===== config.mk =====
export PLATFORM = sky130hd
export DESIGN_NAME = spi_host_ctrl
export DESIGN_NICKNAME = d
export VERILOG_FILES = /design/src/rtl/spi_host_pkg.sv /design/src/rtl/spi_rate_div.sv /design/src/rtl/spi_shifter.sv /design/src/rtl/spi_host_regs.sv /design/src/rtl/spi_host_ctrl.sv
export SDC_FILE = /design/constraint.sdc
export NUM_CORES = 1
export LEC_CHECK = 0
export BUFFER_PORTS_ARGS = -buffer_cell sky130_fd_sc_hd__buf_2
export CORE_MARGIN = 2
export CORE_UTILIZATION = 50
export DETAILED_ROUTE_END_ITERATION = 8
export HOLD_SLACK_MARGIN = 0.05
export PLACE_DENSITY = 0.67
export SLEW_MARGIN = 15
export SYNTH_ARGS = -nofsm -noshare
export SYNTH_HDL_FRONTEND = slang
export SYNTH_SLANG_ARGS = --single-unit

===== constraint.sdc =====
create_clock -name clk -period 3.5 [get_ports clk]
set_input_delay 0.875 -clock clk [delete_from_list [all_inputs] [get_ports clk]]
set_output_delay 0.875 -clock clk [all_outputs]
set_load 0.05 [all_outputs]

===== src/rtl/spi_host_pkg.sv =====
package spi_host_pkg;
  timeunit 1ns;
  timeprecision 1ps;

  localparam logic [1:0] ADR_CTRL = 2'd0;
  localparam logic [1:0] ADR_STAT = 2'd1;
  localparam logic [1:0] ADR_DATA = 2'd2;

  // bit layout is host visible, MSB first
  typedef struct packed {
    logic       irq_en;
    logic       enable;
    logic       lsb_first;
    logic       master;
    logic       cpol;
    logic       cpha;
    logic [1:0] rate;
  } ctrl_t;

  // half of the SCK period in system clocks
  function automatic int unsigned half_period(input logic dbl, input logic [1:0] rate);
    int unsigned sh;
    case (rate)
      2'd0:    sh = 2;
      2'd1:    sh = 4;
      2'd2:    sh = 6;
      default: sh = 7;
    endcase
    if (dbl) sh = sh - 1;
    return 32'd1 << (sh - 1);
  endfunction
endpackage


===== src/rtl/spi_rate_div.sv =====
module spi_rate_div #(
  parameter int CW = 7
) (
  input  logic          clk,
  input  logic          rst,
  input  logic          run,
  input  logic          restart,
  input  logic [CW-1:0] half,
  output logic          tick
);
  timeunit 1ns;
  timeprecision 1ps;

  logic [CW-1:0] cnt;

  assign tick = run && (cnt == half - CW'(1));

  always_ff @(posedge clk) begin
    if (rst) begin
      cnt <= '0;
    end else if (restart || !run || tick) begin
      cnt <= '0;
    end else begin
      cnt <= cnt + CW'(1);
    end
  end

  // consecutive ticks only for the fastest rate
  p_tick_gap_r2: assert property (@(posedge clk) disable iff (rst)
    (tick && half != CW'(1) && !restart) |=> (!tick || half == CW'(1)));
endmodule


===== src/rtl/spi_shifter.sv =====
module spi_shifter #(
  parameter int DW = 8
) (
  input  logic          clk,
  input  logic          rst,
  input  logic          en,
  input  logic          cpol,
  input  logic          cpha,
  input  logic          lsb_first,
  input  logic          start,
  input  logic [DW-1:0] load,
  input  logic          tick,
  input  logic          miso,
  output logic          busy,
  output logic          sck,
  output logic          mosi,
  output logic          ss_n,
  output logic          done,
  output logic [DW-1:0] rx
);
  timeunit 1ns;
  timeprecision 1ps;

  localparam int NEDGE = 2 * DW;
  localparam int EW    = $clog2(NEDGE);
  localparam logic [EW-1:0] LAST = EW'(NEDGE - 1);

  logic [EW-1:0] edge_n;
  logic [DW-1:0] tx;

  function automatic logic head(input logic [DW-1:0] v, input logic lsb);
    return lsb ? v[0] : v[DW-1];
  endfunction

  function automatic logic [DW-1:0] advance(input logic [DW-1:0] v, input logic lsb);
    return lsb ? (v >> 1) : (v << 1);
  endfunction

  function automatic logic [DW-1:0] take(input logic [DW-1:0] r, input logic b, input logic lsb);
    return lsb ? {b, r[DW-1:1]} : {r[DW-2:0], b};
  endfunction

  always_ff @(posedge clk) begin
    if (rst) begin
      busy   <= 1'b0;
      sck    <= 1'b0;
      mosi   <= 1'b0;
      ss_n   <= 1'b1;
      done   <= 1'b0;
      edge_n <= '0;
      tx     <= '0;
      rx     <= '0;
    end else begin
      done <= 1'b0;
      if (!en) begin
        busy <= 1'b0;
        sck  <= cpol;
        ss_n <= 1'b1;
      end else if (start) begin
        busy   <= 1'b1;
        ss_n   <= 1'b0;
        sck    <= cpol;
        edge_n <= '0;
        if (!cpha) begin
          mosi <= head(load, lsb_first);
          tx   <= advance(load, lsb_first);
        end else begin
          tx   <= load;
        end
      end else if (busy) begin
        if (tick) begin
          sck    <= ~sck;
          edge_n <= edge_n + EW'(1);
          if (edge_n[0] == cpha) begin
            rx <= take(rx, miso, lsb_first);
          end else if (cpha || edge_n != LAST) begin
            mosi <= head(tx, lsb_first);
            tx   <= advance(tx, lsb_first);
          end
          if (edge_n == LAST) begin
            busy <= 1'b0;
            ss_n <= 1'b1;
            done <= 1'b1;
          end
        end
      end else begin
        sck <= cpol;
      end
    end
  end

  // a completion only follows an active byte
  p_done_after_busy_r7: assert property (@(posedge clk) disable iff (rst)
    done |-> $past(busy));
  // an idle SCK sits at the polarity level
  p_sck_idle_r4: assert property (@(posedge clk) disable iff (rst)
    (!busy && $past(!busy)) |-> (sck == $past(cpol)));
  // SCK moves only on a divider tick
  p_sck_hold_r2: assert property (@(posedge clk) disable iff (rst)
    (busy && !tick && en && !start) |=> $stable(sck));
  // disabling drops the select
  p_abort_r10: assert property (@(posedge clk) disable iff (rst)
    !en |=> ss_n);
endmodule


===== src/rtl/spi_host_regs.sv =====
module spi_host_regs
  import spi_host_pkg::*;
#(
  parameter int DW = 8
) (
  input  logic          clk,
  input  logic          rst,
  input  logic [1:0]    addr,
  input  logic          wr_en,
  input  logic          rd_en,
  input  logic [DW-1:0] wdata,
  output logic [DW-1:0] rdata,
  output logic          irq,
  input  logic          busy,
  input  logic          done,
  input  logic [DW-1:0] rx,
  output ctrl_t         ctrl,
  output logic          dbl,
  output logic          start
);
  timeunit 1ns;
  timeprecision 1ps;

  ctrl_t         ctrl_n;
  logic          dbl_n, spif_q, spif_n, wcol_q, wcol_n, arm_q, arm_n;
  logic [DW-1:0] rxbuf;
  logic          data_acc, data_wr;

  assign data_acc = (wr_en || rd_en) && addr == ADR_DATA;
  assign data_wr  = wr_en && addr == ADR_DATA;
  assign start    = data_wr && !busy && ctrl.enable && ctrl.master;

  always_comb begin
    ctrl_n = ctrl;
    dbl_n  = dbl;
    spif_n = spif_q;
    wcol_n = wcol_q;
    arm_n  = arm_q;
    if (data_acc && arm_q) begin
      spif_n = 1'b0;
      wcol_n = 1'b0;
      arm_n  = 1'b0;
    end else if (rd_en && addr == ADR_STAT && (spif_q || wcol_q)) begin
      arm_n = 1'b1;
    end
    if (done) spif_n = 1'b1;
    if (data_wr && busy) wcol_n = 1'b1;
    if (wr_en && addr == ADR_CTRL) ctrl_n = ctrl_t'(wdata[7:0]);
    if (wr_en && addr == ADR_STAT) dbl_n = wdata[0];
  end

  always_ff @(posedge clk) begin
    if (rst) begin
      ctrl   <= '0;
      dbl    <= 1'b0;
      spif_q <= 1'b0;
      wcol_q <= 1'b0;
      arm_q  <= 1'b0;
      irq    <= 1'b0;
      rxbuf  <= '0;
      rdata  <= '0;
    end else begin
      ctrl   <= ctrl_n;
      dbl    <= dbl_n;
      spif_q <= spif_n;
      wcol_q <= wcol_n;
      arm_q  <= arm_n;
      irq    <= ctrl_n.irq_en && (spif_n || wcol_n);
      if (done) rxbuf <= rx;
      if (rd_en) begin
        case (addr)
          ADR_CTRL: rdata <= DW'(ctrl);
          ADR_STAT: rdata <= DW'({spif_q, wcol_q, 5'b00000, dbl});
          ADR_DATA: rdata <= rxbuf;
          default:  rdata <= '0;
        endcase
      end
    end
  end

  // a write during a byte flags a collision
  p_wcol_set_r8: assert property (@(posedge clk) disable iff (rst)
    (data_wr && busy) |=> wcol_q);
  // completion sets the done flag
  p_spif_set_r7: assert property (@(posedge clk) disable iff (rst)
    done |=> spif_q);
  // no interrupt without the enable bit
  p_irq_gate_r9: assert property (@(posedge clk) disable iff (rst)
    irq |-> ctrl.irq_en);
  // the receive buffer only changes on completion
  p_rxbuf_hold_r6: assert property (@(posedge clk) disable iff (rst)
    !done |=> $stable(rxbuf));
  // a data access without arming leaves the done flag set
  p_no_clear_unarmed_r7: assert property (@(posedge clk) disable iff (rst)
    (spif_q && !arm_q) |=> spif_q);
endmodule


===== src/rtl/spi_host_ctrl.sv =====
module spi_host_ctrl
  import spi_host_pkg::*;
#(
  parameter int DATA_W = 8,
  parameter int DIV_W  = 7
) (
  input  logic              clk,
  input  logic              rst,
  input  logic [1:0]        addr,
  input  logic              wr_en,
  input  logic              rd_en,
  input  logic [DATA_W-1:0] wdata,
  output logic [DATA_W-1:0] rdata,
  output logic              irq,
  output logic              sck,
  output logic              mosi,
  input  logic              miso,
  output logic              ss_n
);
  timeunit 1ns;
  timeprecision 1ps;

  ctrl_t              ctrl;
  logic               dbl, start, busy, done, tick;
  logic [DATA_W-1:0]  rx;
  logic [DIV_W-1:0]   half;

  assign half = DIV_W'(half_period(dbl, ctrl.rate));

  spi_host_regs #(.DW(DATA_W)) u_regs (
    .clk(clk), .rst(rst), .addr(addr), .wr_en(wr_en), .rd_en(rd_en),
    .wdata(wdata), .rdata(rdata), .irq(irq), .busy(busy), .done(done),
    .rx(rx), .ctrl(ctrl), .dbl(dbl), .start(start)
  );

  spi_rate_div #(.CW(DIV_W)) u_div (
    .clk(clk), .rst(rst), .run(busy), .restart(start), .half(half), .tick(tick)
  );

  spi_shifter #(.DW(DATA_W)) u_shift (
    .clk(clk), .rst(rst), .en(ctrl.enable), .cpol(ctrl.cpol), .cpha(ctrl.cpha),
    .lsb_first(ctrl.lsb_first), .start(start), .load(wdata), .tick(tick),
    .miso(miso), .busy(busy), .sck(sck), .mosi(mosi), .ss_n(ss_n),
    .done(done), .rx(rx)
  );

  // the select is only low after a start
  p_ss_fall_r3: assert property (@(posedge clk) disable iff (rst)
    $fell(ss_n) |-> $past(start));
endmodule


==> results_dict.tcl <==
set metrics [dict create \
    dieArea_mm2 0.00746 \
    worstSetupPathType "register to register" \
    drt_wl_total_mm 7.49 \
    synth_seq_cells 61 \
    antenna_cells 0 \
    synth_compound_area_frac 0.157 \
    die_x_um 86.4 \
    synth_cells 382 \
    grt_pass1_vias 2647 \
    crit_path_end_kind "register" \
    post_drt_wl_per_cell_um 15.5 \
    cts-root-buf "clkbuf_8" \
    initial_core_util 0.508 \
    synth_nets 407 \
    total_power_mw 1.49 \
    r2r_start "u_regs.ctrl[0]" \
    required_ns 3.71 \
    holdCritStartpoint "u_shift.mosi" \
    grt_pass1_wl_mm 12.6 \
    fin_cells 484 \
    rsz0062_at_grt "false" \
    port_buffers 26 \
    synthXorXnorAreaFrac 0.0310 \
    status "complete, no violations" \
    fin_util 0.561 \
    yosys.area.top_type_share 0.360 \
    ctsResizeCount 0 \
    cts.reportedPaths.clkPinSlew_ns 0.07 \
    p_leak_nw 1.35 \
    async_reset_ff_frac 0 \
    final.setup.tns_ns 0 \
    yosys.area.top_type "dfxtp_1" \
    yosys.cell_types.count 59 \
    cap_violations 0 \
    antenna_found_initial 0 \
    synth-simple-area-share 0.222 \
    cts.sinks 61 \
    hold_path.class "register to register" \
    grt_max_degree 60 \
    peakVddDrop_v 0.000320 \
    cts_tree "done" \
    dp.final_hpwl_mm 5.29 \
    fin_nets 424 \
    gp_congestion 0.893 \
    dr.pass1.iters 4 \
    fin_crit_sh 0.875 \
    layout_min_cycle_time_ns 3.06 \
    finalClockSkew_ns 0.00548 \
    io_pins 27 \
    viasPerCell 5.67 \
    seq_area_frac_synth 0.360 \
    muxShareOfSynthArea 0.144 \
    crit_path_start "u_regs.ctrl[0]" \
    synth_area_mm2 0.00339 \
    worstPathArrival_ns 3.27 \
    drc_errors 0 \
    place_area_mm2 0.00354 \
    drt_iter0_drc 128 \
    post_cts_buffers 0 \
    syn_avg_cell_area_um2 8.89 \
    dp_cells 468 \
    die_y_um 86.4 \
    critPathMaxFanout 10 \
    fp.coreArea_mm2 0.00668 \
    htree_num_levels 3 \
    synthAdderAreaFrac 0.0369 \
    area_delta_synth_final_pct 10.5 \
    clockBufferDepth 2 \
    drive_above_1_share 0.171 \
    cts_hold_buf 0 \
    power_density_mw_per_mm2 398 \
    track_usage 0.213 \
    vias 2746 \
    synth_edf_count 0 \
    setup_viol 0 \
    hold_viol_final 0 \
    numCtsBuffers 9 \
    timing.fmax_mhz 327 \
    synth_area_leaders "dfxtp_1 (36%), mux2i_1 (12%), nor2_1 (5.5%)" \
    worst_pin_slew_ns 1.05 \
    clk_latency_ns 0.34 \
    rows 30 \
    postLayoutCellArea_mm2 0.00375 \
    critPathLaunchType "register" \
    synth_top_family_by_area "simple AND/OR/NAND/NOR gates" \
    yosys_warnings 0 \
    slew_headroom 0.300 \
    ys.flop_type "dfxtp_1" \
    ant_nets 0 \
    slew_viol_final 0 \
    grt-ovfl-total 0 \
]
==> layout by cell type, fill, tap and decap left out, types with 2 or more instances in the layout <==
master and count:
o21a_1 2, xor2_1 4, dfxtp_1 61, a211oi_1 4, nand4_1 3, ha_1 10, buf_4 7, nor2b_1 10
xnor2_1 8, or3_1 3, nand3b_1 4, mux2_2 5, inv_1 8, o221ai_1 4, o211ai_1 2, clkbuf_8 10
nor3_1 14, inv_6 2, and3_1 3, nand2b_1 6, a32oi_1 2, and4_1 2, a311oi_1 10, and2_1 3
clkinvlp_4 3, mux2i_1 41, nand2_1 11, nor2_1 50, nand3_1 9, o21ai_0 10, nor3_2 2, nor3b_1 5
buf_2 26, a21oi_1 31, o211a_1 2, and2b_1 2
==> stage by stage <==
stage,hold WS [ns],setup slack [ns]
floorplan,0.452,0.906
global placement,0.470,0.505
detailed placement,0.479,0.438
CTS,0.489,0.419
global route,0.519,0.189
finish,0.483,0.438
==> state kept, by name (all words and copies together) (netlist names) <==
| register | flops |
|---|---|
| u_regs.rdata | 8 |
| u_shift.tx | 8 |
| u_div.cnt | 7 |
| u_regs.ctrl | 8 |
| u_shift.ss_n | 1 |
| u_regs.spif_q | 1 |
| u_shift.edge_n | 4 |
| u_shift.rx | 8 |
| u_shift.busy | 1 |
| u_shift.done | 1 |
| u_shift.sck | 1 |
| u_regs.rxbuf | 8 |
| u_regs.irq | 1 |
| u_regs.dbl | 1 |
| u_regs.wcol_q | 1 |
| u_shift.mosi | 1 |
| u_regs.arm_q | 1 |
==> cell families (layout without fill, tap and decap cells) <==
logic type	count (synthesis)	count (layout)
AND/OR/NAND/NOR	138	138
AO/OA/AOI/OAI	79	79
flip-flops	61	61
multiplexers	47	47
buffers and inverters	35	57
XOR/XNOR	12	12
adder cells (fa/ha/maj)	10	10
==> critical path: stages, from the launching register on <==
cell and delay [ns]:
dfxtp_1 0.41, inv_1 0.13, ha_1 0.32, ha_1 0.34
and2b_1 0.22, o22ai_1 0.10, o221ai_1 0.28, o211ai_2 0.16
nor4_4 0.62, buf_4 0.25, o221ai_1 0.10
==> layer usage <==
| metal | up-vias | share of wire | global-route usage |
|---|---|---|---|
| met2 | 40 | 0.48 | 0.352 |
| met1 | 1279 | 0.47 | 0.274 |
| li1 | 1415 | - | - |
| met3 | 12 | 0.033 | 0.0410 |
| met5 | - | 0 | 0 |
| met4 | 0 | 0.018 | 0.0824 |
==> power by group <==
| group | leakage, nW | internal [mW] | switching, mW |
|---|---|---|---|
| registers | 0.493 | 0.700 | 0.0102 |
| logic | 0.758 | 0.0445 | 0.0743 |
| clock network | 0.0955 | 0.353 | 0.309 |
==> cell usage after synthesis (all sizes together), types with 11 or more instances <==
library cell	count
nand2	11
buf	11
dfxtp	61
nor2	50
nor3	16
a21oi	32
clkbuf	16
mux2i	41
==> worst paths after layout <==
check             cells past startpoint  slack, ns            end
setup reg to reg                     10       0.44  u_shift.tx[2]
setup / recovery                     10       0.44  u_shift.tx[2]
hold reg to reg                       2       0.48   u_shift.mosi
hold / removal                        2       0.48   u_shift.mosi
==> area by class of cell <==
| type | instances | area, um2 |
|---|---|---|
| timing repair buffer | 33 | 183 |
| sequential | 61 | 1220 |
| clock buffer | 10 | 138 |
| fill | 630 | 2930 |
| tap | 80 | 100 |
| inverter | 8 | 30.0 |
| clock inverter | 6 | 70.1 |
| multi-input combinational | 286 | 2010 |
No activity file was read; power rests on OpenSTA's default activity.
